--- src/rtl/i2c_mon_pkg.sv ---
package i2c_mon_pkg;
  localparam int unsigned BYTE_BITS = 8;

  typedef enum logic [2:0] {
    EV_START     = 3'd0,
    EV_RSTART    = 3'd1,
    EV_STOP      = 3'd2,
    EV_ADDR7     = 3'd3,
    EV_ADDR10_HI = 3'd4,
    EV_ADDR10_LO = 3'd5,
    EV_DATA      = 3'd6,
    EV_FRAME_ERR = 3'd7
  } evt_kind_e;

  typedef struct packed {
    evt_kind_e              kind;
    logic [BYTE_BITS-1:0]   data;
    logic                   ack;
  } evt_rec_t;
endpackage

--- src/rtl/i2c_line_filter.sv ---
module i2c_line_filter #(
  parameter int unsigned FILT_LEN = 4,
  parameter bit          RST_VAL  = 1'b1
) (
  input  logic clk_i,
  input  logic rst_ni,
  input  logic line_i,
  output logic line_o
);
  localparam int unsigned CW = $clog2(FILT_LEN + 1);

  logic [1:0]    sync_q;
  logic [CW-1:0] cnt_q;
  logic          line_q;

  always_ff @(posedge clk_i or negedge rst_ni) begin
    if (!rst_ni) begin
      sync_q <= {2{RST_VAL}};
      cnt_q  <= '0;
      line_q <= RST_VAL;
    end else begin
      sync_q <= {sync_q[0], line_i};
      if (sync_q[1] == line_q) begin
        cnt_q <= '0;
      end else if (cnt_q == CW'(FILT_LEN - 1)) begin
        // new level held long enough
        line_q <= sync_q[1];
        cnt_q  <= '0;
      end else begin
        cnt_q <= cnt_q + 1'b1;
      end
    end
  end

  assign line_o = line_q;
endmodule

--- src/rtl/i2c_cond_detect.sv ---
module i2c_cond_detect (
  input  logic clk_i,
  input  logic rst_ni,
  input  logic scl_i,
  input  logic sda_i,
  output logic start_o,
  output logic stop_o,
  output logic scl_fall_o,
  output logic sda_prev_o
);
  logic scl_q, sda_q;

  always_ff @(posedge clk_i or negedge rst_ni) begin
    if (!rst_ni) begin
      scl_q <= 1'b1;
      sda_q <= 1'b1;
    end else begin
      scl_q <= scl_i;
      sda_q <= sda_i;
    end
  end

  assign start_o    = scl_i & scl_q & sda_q & ~sda_i;
  assign stop_o     = scl_i & scl_q & ~sda_q & sda_i;
  assign scl_fall_o = scl_q & ~scl_i;
  // level held during the high phase that just ended
  assign sda_prev_o = sda_q;
endmodule

--- src/rtl/i2c_byte_framer.sv ---
module i2c_byte_framer
  import i2c_mon_pkg::*;
(
  input  logic     clk_i,
  input  logic     rst_ni,
  input  logic     start_i,
  input  logic     stop_i,
  input  logic     scl_fall_i,
  input  logic     sda_bit_i,
  output logic     evt_valid_o,
  output evt_rec_t evt_o
);
  localparam int unsigned CNT_W = $clog2(BYTE_BITS + 2);

  logic                 busy_q, skip_q, first_q, lo_next_q;
  logic [CNT_W-1:0]     bit_cnt_q;
  logic [BYTE_BITS-1:0] shreg_q;
  logic                 pend_v_q;
  evt_kind_e            pend_kind_q;
  logic                 valid_q;
  evt_rec_t             evt_q;

  evt_kind_e cond_kind, byte_kind;
  logic      mid_byte, hi_match;

  always_comb begin
    cond_kind = start_i ? (busy_q ? EV_RSTART : EV_START) : EV_STOP;
    mid_byte  = busy_q && (bit_cnt_q != '0);
    hi_match  = (shreg_q[BYTE_BITS-1 -: 5] == 5'b11110);
    if (first_q)        byte_kind = hi_match ? EV_ADDR10_HI : EV_ADDR7;
    else if (lo_next_q) byte_kind = EV_ADDR10_LO;
    else                byte_kind = EV_DATA;
  end

  always_ff @(posedge clk_i or negedge rst_ni) begin
    if (!rst_ni) begin
      busy_q      <= 1'b0;
      skip_q      <= 1'b0;
      first_q     <= 1'b0;
      lo_next_q   <= 1'b0;
      bit_cnt_q   <= '0;
      shreg_q     <= '0;
      pend_v_q    <= 1'b0;
      pend_kind_q <= EV_STOP;
      valid_q     <= 1'b0;
      evt_q       <= '{kind: EV_START, data: '0, ack: 1'b0};
    end else begin
      valid_q <= 1'b0;
      if (pend_v_q) begin
        valid_q  <= 1'b1;
        evt_q    <= '{kind: pend_kind_q, data: '0, ack: 1'b0};
        pend_v_q <= 1'b0;
      end
      if (start_i || (stop_i && busy_q)) begin
        valid_q   <= 1'b1;
        bit_cnt_q <= '0;
        lo_next_q <= 1'b0;
        busy_q    <= start_i;
        skip_q    <= start_i;
        first_q   <= start_i;
        if (mid_byte) begin
          // abort partial byte, condition follows next cycle
          evt_q       <= '{kind: EV_FRAME_ERR, data: '0, ack: 1'b0};
          pend_v_q    <= 1'b1;
          pend_kind_q <= cond_kind;
        end else begin
          evt_q <= '{kind: cond_kind, data: '0, ack: 1'b0};
        end
      end else if (scl_fall_i && busy_q && !stop_i) begin
        if (skip_q) begin
          skip_q <= 1'b0;
        end else if (bit_cnt_q == CNT_W'(BYTE_BITS)) begin
          valid_q   <= 1'b1;
          evt_q     <= '{kind: byte_kind, data: shreg_q, ack: ~sda_bit_i};
          bit_cnt_q <= '0;
          first_q   <= 1'b0;
          lo_next_q <= first_q && hi_match && !shreg_q[0];
        end else begin
          shreg_q   <= {shreg_q[BYTE_BITS-2:0], sda_bit_i};
          bit_cnt_q <= bit_cnt_q + 1'b1;
        end
      end
    end
  end

  assign evt_valid_o = valid_q;
  assign evt_o       = evt_q;
endmodule

--- src/rtl/i2c_event_monitor.sv ---
module i2c_event_monitor
  import i2c_mon_pkg::*;
#(
  parameter int unsigned FILT_LEN = 4
) (
  input  logic                 clk_i,
  input  logic                 rst_ni,
  input  logic                 scl_i,
  input  logic                 sda_i,
  output logic                 evt_valid_o,
  output logic [2:0]           evt_kind_o,
  output logic [BYTE_BITS-1:0] evt_data_o,
  output logic                 evt_ack_o,
  output logic                 evt_rw_o
);
  localparam int unsigned N_LINES = 2;

  logic [N_LINES-1:0] raw_lines, clean_lines;
  logic start, stop, scl_fall, sda_bit;
  logic     evt_valid;
  evt_rec_t evt;

  assign raw_lines = {scl_i, sda_i};

  for (genvar g = 0; g < N_LINES; g++) begin : g_filt
    i2c_line_filter #(.FILT_LEN(FILT_LEN), .RST_VAL(1'b1)) filt_i (
      .clk_i  (clk_i),
      .rst_ni (rst_ni),
      .line_i (raw_lines[g]),
      .line_o (clean_lines[g])
    );
  end

  i2c_cond_detect cond_i (
    .clk_i      (clk_i),
    .rst_ni     (rst_ni),
    .scl_i      (clean_lines[1]),
    .sda_i      (clean_lines[0]),
    .start_o    (start),
    .stop_o     (stop),
    .scl_fall_o (scl_fall),
    .sda_prev_o (sda_bit)
  );

  i2c_byte_framer framer_i (
    .clk_i       (clk_i),
    .rst_ni      (rst_ni),
    .start_i     (start),
    .stop_i      (stop),
    .scl_fall_i  (scl_fall),
    .sda_bit_i   (sda_bit),
    .evt_valid_o (evt_valid),
    .evt_o       (evt)
  );

  assign evt_valid_o = evt_valid;
  assign evt_kind_o  = evt.kind;
  assign evt_data_o  = evt.data;
  assign evt_ack_o   = evt.ack;
  assign evt_rw_o    = evt_valid && (evt.kind inside {EV_ADDR7, EV_ADDR10_HI}) && evt.data[0];
endmodule

--- config.mk ---
export PLATFORM = sky130hd
export DESIGN_NAME = i2c_event_monitor
export DESIGN_NICKNAME = d
export VERILOG_FILES = /design/src/rtl/i2c_mon_pkg.sv /design/src/rtl/i2c_line_filter.sv /design/src/rtl/i2c_cond_detect.sv /design/src/rtl/i2c_byte_framer.sv /design/src/rtl/i2c_event_monitor.sv
export SDC_FILE = /design/constraint.sdc
export NUM_CORES = 1
export LEC_CHECK = 0
export BUFFER_PORTS_ARGS = -buffer_cell sky130_fd_sc_hd__buf_2
export CAP_MARGIN = 20
export CORE_MARGIN = 5
export CORE_UTILIZATION = 52
export CTS_CLUSTER_DIAMETER = 40
export CTS_CLUSTER_SIZE = 24
export DETAILED_ROUTE_END_ITERATION = 16
export HOLD_SLACK_MARGIN = 0.06
export PLACE_DENSITY = 0.8
export SLEW_MARGIN = 40
export SYNTH_ARGS = -nofsm -noshare
export SYNTH_HDL_FRONTEND = slang
export SYNTH_SLANG_ARGS = --single-unit
--- constraint.sdc ---
create_clock -name clk_i -period 1.6 [get_ports clk_i]
set_clock_uncertainty 0.15 [all_clocks]
set_input_delay 0.48 -clock clk_i [delete_from_list [all_inputs] [get_ports clk_i]]
set_output_delay 0.48 -clock clk_i [all_outputs]
set_load 0.01 [all_outputs]
Word level (Yosys, flattened, before mapping)
Cells that the tools add are included.

Add/sub/neg operators: 3. Eq/ne operators: 9. Mux-type cells: 36. Bitwise logic cells: 14. Reductions and logical operators: 21.

Operators by type and width (count): 2-to-1 mux 12 bit (6); 2-to-1 mux 3 bit (7); 2-to-1 mux 1 bit (18); 2-to-1 mux 4 bit (4); == test 3 x 2 -> 1 bit, second input constant (3); logical AND 1 bit (8); inverter 1 bit (8); AND reduction 2 bit (4); adder 3 x 1 -> 3 bit, second input constant (2); bitwise AND 1 bit (6); nonzero test 2 bit (3); == test 5 bit, second input constant (1); adder 4 x 1 -> 4 bit, second input constant (1); == test 4 bit, second input constant (1); AND reduction 4 bit (1); nonzero test 4 bit (1); == test 3 bit, second input constant (1); AND reduction 3 bit (1); == test 1 bit (2); logical NOT 1 bit (2); 2-to-1 mux 2 bit (1); inequality test 2 bit, second input constant (1); logical OR 1 bit (1).

Register bits after elaboration: 47. Output and inout port bits: 14.

Longest topological paths before layout
Word-level depth: 7. Gate-level depth with buffers: 7. Mapped depth without buffers: 6.

Hierarchy
Synthesis repeated with hierarchy kept, for this count alone.

Cell total of the unflattened synthesis: 154. Area, all modules: 1996.9 um^2.

By module, submodules not included: i2c_byte_framer (instances 1, cells each 119, area each 1452.6 um^2, sequential area each 802.0 um^2); i2c_line_filter (instances 2, cells each 13, area each 220.2 um^2, sequential area each 153.9 um^2); i2c_cond_detect (instances 1, cells each 5, area each 78.8 um^2, sequential area each 52.6 um^2); i2c_event_monitor (instances 1, cells each 4, area each 25.0 um^2, sequential area each 0.0 um^2).

Least setup slack after synthesis
No wires, ideal clock.

Path type: reg-to-reg. From: register framer_i.bit_cnt_q[0]. To: register framer_i.evt_q (netlist bit framer_i.evt_o[10]). Setup time: 0.066 ns. Arrival time: 1.505 ns. Required time: 1.384 ns. Slack: -0.121 ns. Stages on the path, launching flop included: 8. Path through: dfrtp_1 -> inv_1 -> ha_1 -> nand3b_1 -> or2_1 -> buf_2 -> a211oi_2 -> o32a_1.

Word-level cells in the longest chain between the ends: 5. Elaborated cells between the ends (all ways): 8.

Ends and longest elaborated chain: start, declared (RTL line i2c_byte_framer.sv:16) `logic [CNT_W-1:0] bit_cnt_q;`; start signal, assigned (RTL line i2c_byte_framer.sv:80) `bit_cnt_q <= bit_cnt_q + 1'b1;`; == test 4 bit (RTL line i2c_byte_framer.sv:72) `end else if (bit_cnt_q == CNT_W'(BYTE_BITS)) begin`; 2-to-1 mux 12 bit (RTL line i2c_byte_framer.sv:72); 2-to-1 mux 12 bit (RTL line i2c_byte_framer.sv:70) `if (skip_q) begin`; 2-to-1 mux 12 bit (RTL line i2c_byte_framer.sv:69) `end else if (scl_fall_i && busy_q && !stop_i) begin`; 2-to-1 mux 12 bit (*) (RTL line i2c_byte_framer.sv:54) `if (start_i || (stop_i && busy_q)) begin`; end signal, assigned (RTL line i2c_byte_framer.sv:51) `evt_q <= '{kind: pend_kind_q, data: '0, ack: 1'b0};`; end signal, assigned (RTL line i2c_byte_framer.sv:67) `evt_q <= '{kind: cond_kind, data: '0, ack: 1'b0};`; end signal, assigned (RTL line i2c_byte_framer.sv:74) `evt_q <= '{kind: byte_kind, data: shreg_q, ack: ~sda_bit_i};`; end, declared (RTL line i2c_byte_framer.sv:21) `evt_rec_t evt_q;`.

Every way passes the cells marked *; elsewhere a longest branch is shown, timed or not. A chain may end at the register's enable or synchronous reset.

Worst setup path after layout
From: register framer_i.evt_q (netlist bit framer_i.evt_o[9]). To: output evt_rw_o.

Word-level cells in the longest chain between the ends: 4. Elaborated cells between the ends (all ways): 5.

Ends and longest elaborated chain: start signal, assigned (RTL line i2c_byte_framer.sv:46) `evt_q <= '{kind: EV_START, data: '0, ack: 1'b0};`; start signal, assigned (RTL line i2c_byte_framer.sv:51); start signal, assigned (RTL line i2c_byte_framer.sv:63) `evt_q <= '{kind: EV_FRAME_ERR, data: '0, ack: 1'b0};`; == test 3 x 2 -> 1 bit / == test 3 bit (equally long branches) (RTL line i2c_event_monitor.sv:60) `assign evt_rw_o = evt_valid && (evt.kind inside {EV_ADDR7, EV_ADDR10_HI}) && evt.data[0];`; nonzero test 2 bit (*) (RTL line i2c_event_monitor.sv:60); logical AND 1 bit (*) (2 in a row) (RTL line i2c_event_monitor.sv:60); end, declared (RTL line i2c_event_monitor.sv:14) `output logic evt_rw_o`.

Marked as above.

==> summary.txt <==
Status: finished with violations
Violated checks: setup timing
Yosys warns: 0
Post-route ant nets: 0
Part of the power in combinational logic: 48.8%
Clk network pwr share: 15.5%
Final non-filler cell total: 266
Pre-CTS WS: -117 ps
First-pass GRT wire length: 8040 um
Pre-antenna DRT Iters: 4
Leak: 1.29 nW
Final count of hold timing violations: 0
Number of distinct library cells after synthesis: 42
# rows: 22
Placed insts: 236
Final Setup Violations: 24
Area of the die: 0.00514 sq mm
CTS tree: yes
H-tree levels: 2
Clock latency at the later pin of the worst-skew pair: 300 ps
CTS Buffer Depth: 2
Num ports: 18
Final wirelength: 4800 um
Starting Density: 54.1%
Syn Inst Count: 154
Clock Sinks: 46
Dpl hpwl: 2950 um
DR iter-0 viols: 136
# DRC: 0
Tot Pwr: 5.37 mW
CTS buffer count: 5
Sequential area share after synthesis: 58.7%
Via density: 5.64
Slew @ Worst Pin: 477 ps
Max-slew headroom: 68.0%
Critical path type: reg -> out
Vias in the first global route: 1723
DIE WIDTH: 71.7 um
Unrepaired setup endpoints after global routing: true
Final worst slack: -305 ps
Setup TNS: -1320 ps
Final RePlAce weighted congestion: 0.796
Peak VDD IR: 985 uV
Final core utilization: 74.7%
Layout net count: 225
Layout cell share with drive strength beyond 1: 52.8%
CTS clk-pin slew, worst paths: 80 ps
GRT Util Overall: 20.6%
Synth Flop Type: dfrtp_1
Critical Path RT: 970 ps
Hold Crit Class: in -> reg
Post-synth EDFFs: 0
Pwr Density: 1960 mW/mm^2
Net Sw Power: 1.88 mW
Area growth syn-to-layout: 38.1%
Max Freq: 525 MHz
WP data arrival: 1270 ps
Register bit total from synthesis: 46
Max Cap Violations: 0
Sequential share of power: 35.7%
Crit end category: output pin
Int Pwr: 3.49 mW
Critical path launch point type: flop
Die Height: 71.7 um
Mapped cell area: 0.00198 sq mm
Final period util: 119%
Routed vias: 1501
Grt total ovfl: 0
Ant. Diodes: 0
Core area: 0.00366 sq mm
Initial antenna violation count: 0
Switching part of the total power: 35.0%
Max-slew violations: 0
CP Max Fanout: 4
Syn nets: 162
Final Critical Period: 1900 ps
Ys async rst share: 100%
IO Port Bufs: 17
Largest net degree at the start of global routing: 47
Clock root buffer: clkbuf_8
Routed WL per cell: 18.1 um
Avg Cell Area, Syn: 12.9 sq um
cells in the final DEF (no fill, tap or decap), drive strengths merged, types with 7 or more instances in the layout:
cell type / count
nand2: 12
buf: 58
dfstp: 9
clkbuf: 7
mux2: 10
dfrtp: 37
a22o: 9
o21ai: 7
flip-flops by register name, indices dropped and copies added (netlist names):
name,cells
cond_i.scl_q,1
cond_i.sda_prev_o,1
framer_i.bit_cnt_q,4
framer_i.busy_q,1
framer_i.evt_o,12
framer_i.evt_valid_o,1
framer_i.first_q,1
framer_i.lo_next_q,1
framer_i.pend_kind_q,2
framer_i.pend_v_q,1
framer_i.shreg_q,8
framer_i.skip_q,1
g_filt.filt_i.cnt_q,6
g_filt.filt_i.line_o,2
g_filt.filt_i.sync_q,4
per-layer routing:
layer / global-route usage [%] / vias up / routed length, um
li1: - / 675 / -
met1: 20.5 / 762 / 1720
met3: 5.33 / 20 / 203
met2: 38.3 / 44 / 2710
met4: 11.5 / 0 / 170
met5: 0 / - / 0
worst paths after layout:
path | start | cells past startpoint | slack [ps] | endpoint
worst max-delay path | framer_i.evt_o[9] | 5 | -300 | evt_rw_o
worst min-delay path | sda_i | 1 | 130 | g_filt[0].filt_i.sync_q[0]
worst max register to register | framer_i.bit_cnt_q[1] | 7 | -110 | framer_i.evt_o[9]
worst min register to register | g_filt[1].filt_i.sync_q[0] | 0 | 210 | g_filt[1].filt_i.sync_q[1]
max in group asynchronous | rst_ni | 3 | 480 | framer_i.pend_kind_q[1]
min in group asynchronous | rst_ni | 3 | 530 | framer_i.evt_o[3]
layout make-up:
type / instances / area (sq um)
clock buffer: 7 / 76.3
clock inverter: 1 / 30.0
fill: 216 / 927
inverter: 6 / 22.5
multi-input combinational: 99 / 931
sequential: 46 / 1160
tap: 48 / 60.1
timing repair buffer: 59 / 452
critical path: stages, from the launching register on:
cell     delay, ps
dfrtp_1        420
nor2_1         120
nand2_1         70
o21ai_1         80
and3_1         160
buf_2          130
stage by stage:
| stage | area, sq um | hold WS, ps |
|---|---|---|
| after floorplan | 2030 | 34.4 |
| after global placement | 2300 | 200 |
| after detailed placement | 2300 | 198 |
| after CTS | 2660 | 122 |
| after global routing | 2730 | 110 |
| final | 2730 | 128 |
cell families (layout without fill, tap and decap cells):
group	count (synthesis)	after routing	synth area share, %
mux	11	11	7.71
fa+ha+maj	4	4	2.53
simple gates	45	46	14.0
xor+xnor	3	3	1.33
compound gates	35	35	13.2
buf+inv	10	73	2.46
flops	46	46	58.7
power groups by stage:
stage / Clock, mW / Combinational (mW) / Sequential, mW
2_1_floorplan: 0 / 1.15 / 1.89
4_1_cts: 0.846 / 2.41 / 1.89
3_5_place_dp: 0 / 1.77 / 1.94
6_report: 0.833 / 2.62 / 1.92
3_3_place_gp: 0 / 1.67 / 1.90
5_1_grt: 0.912 / 2.81 / 1.95
cells in the mapped netlist, types with 2 or more instances:
cell / count / area [sq um]
inv_1: 6 / 22.5
mux2_2: 2 / 22.5
a21oi_1: 2 / 10.0
ha_1: 4 / 50.1
a31oi_1: 2 / 12.5
nand3b_1: 2 / 15.0
buf_2: 3 / 15.0
a22o_1: 8 / 70.1
nor3_1: 5 / 25.0
nand2_1: 10 / 37.5
o21ai_0: 7 / 35.0
xnor2_1: 3 / 26.3
dfrtp_1: 37 / 926
nor2_1: 4 / 15.0
mux2_4: 8 / 120
dfstp_2: 9 / 236
nor2b_1: 6 / 37.5
o21a_1: 2 / 15.0
nand3_1: 5 / 25.0
nand2b_1: 2 / 12.5
o22ai_1: 3 / 18.8
nor3b_1: 4 / 30.0
what timing repair did:
item / in CTS / in global routing
endpoints found under the hold margin: 37 / 0
endpoints found under the setup margin: 24 / 32
cloned: 2 / 0
pin swaps: 10 / 7
hold buffers: 1 / 0
gates resized for setup: 25 / 12
buffers inserted: 16 / 3
No activity file was read; power rests on OpenSTA's default activity.
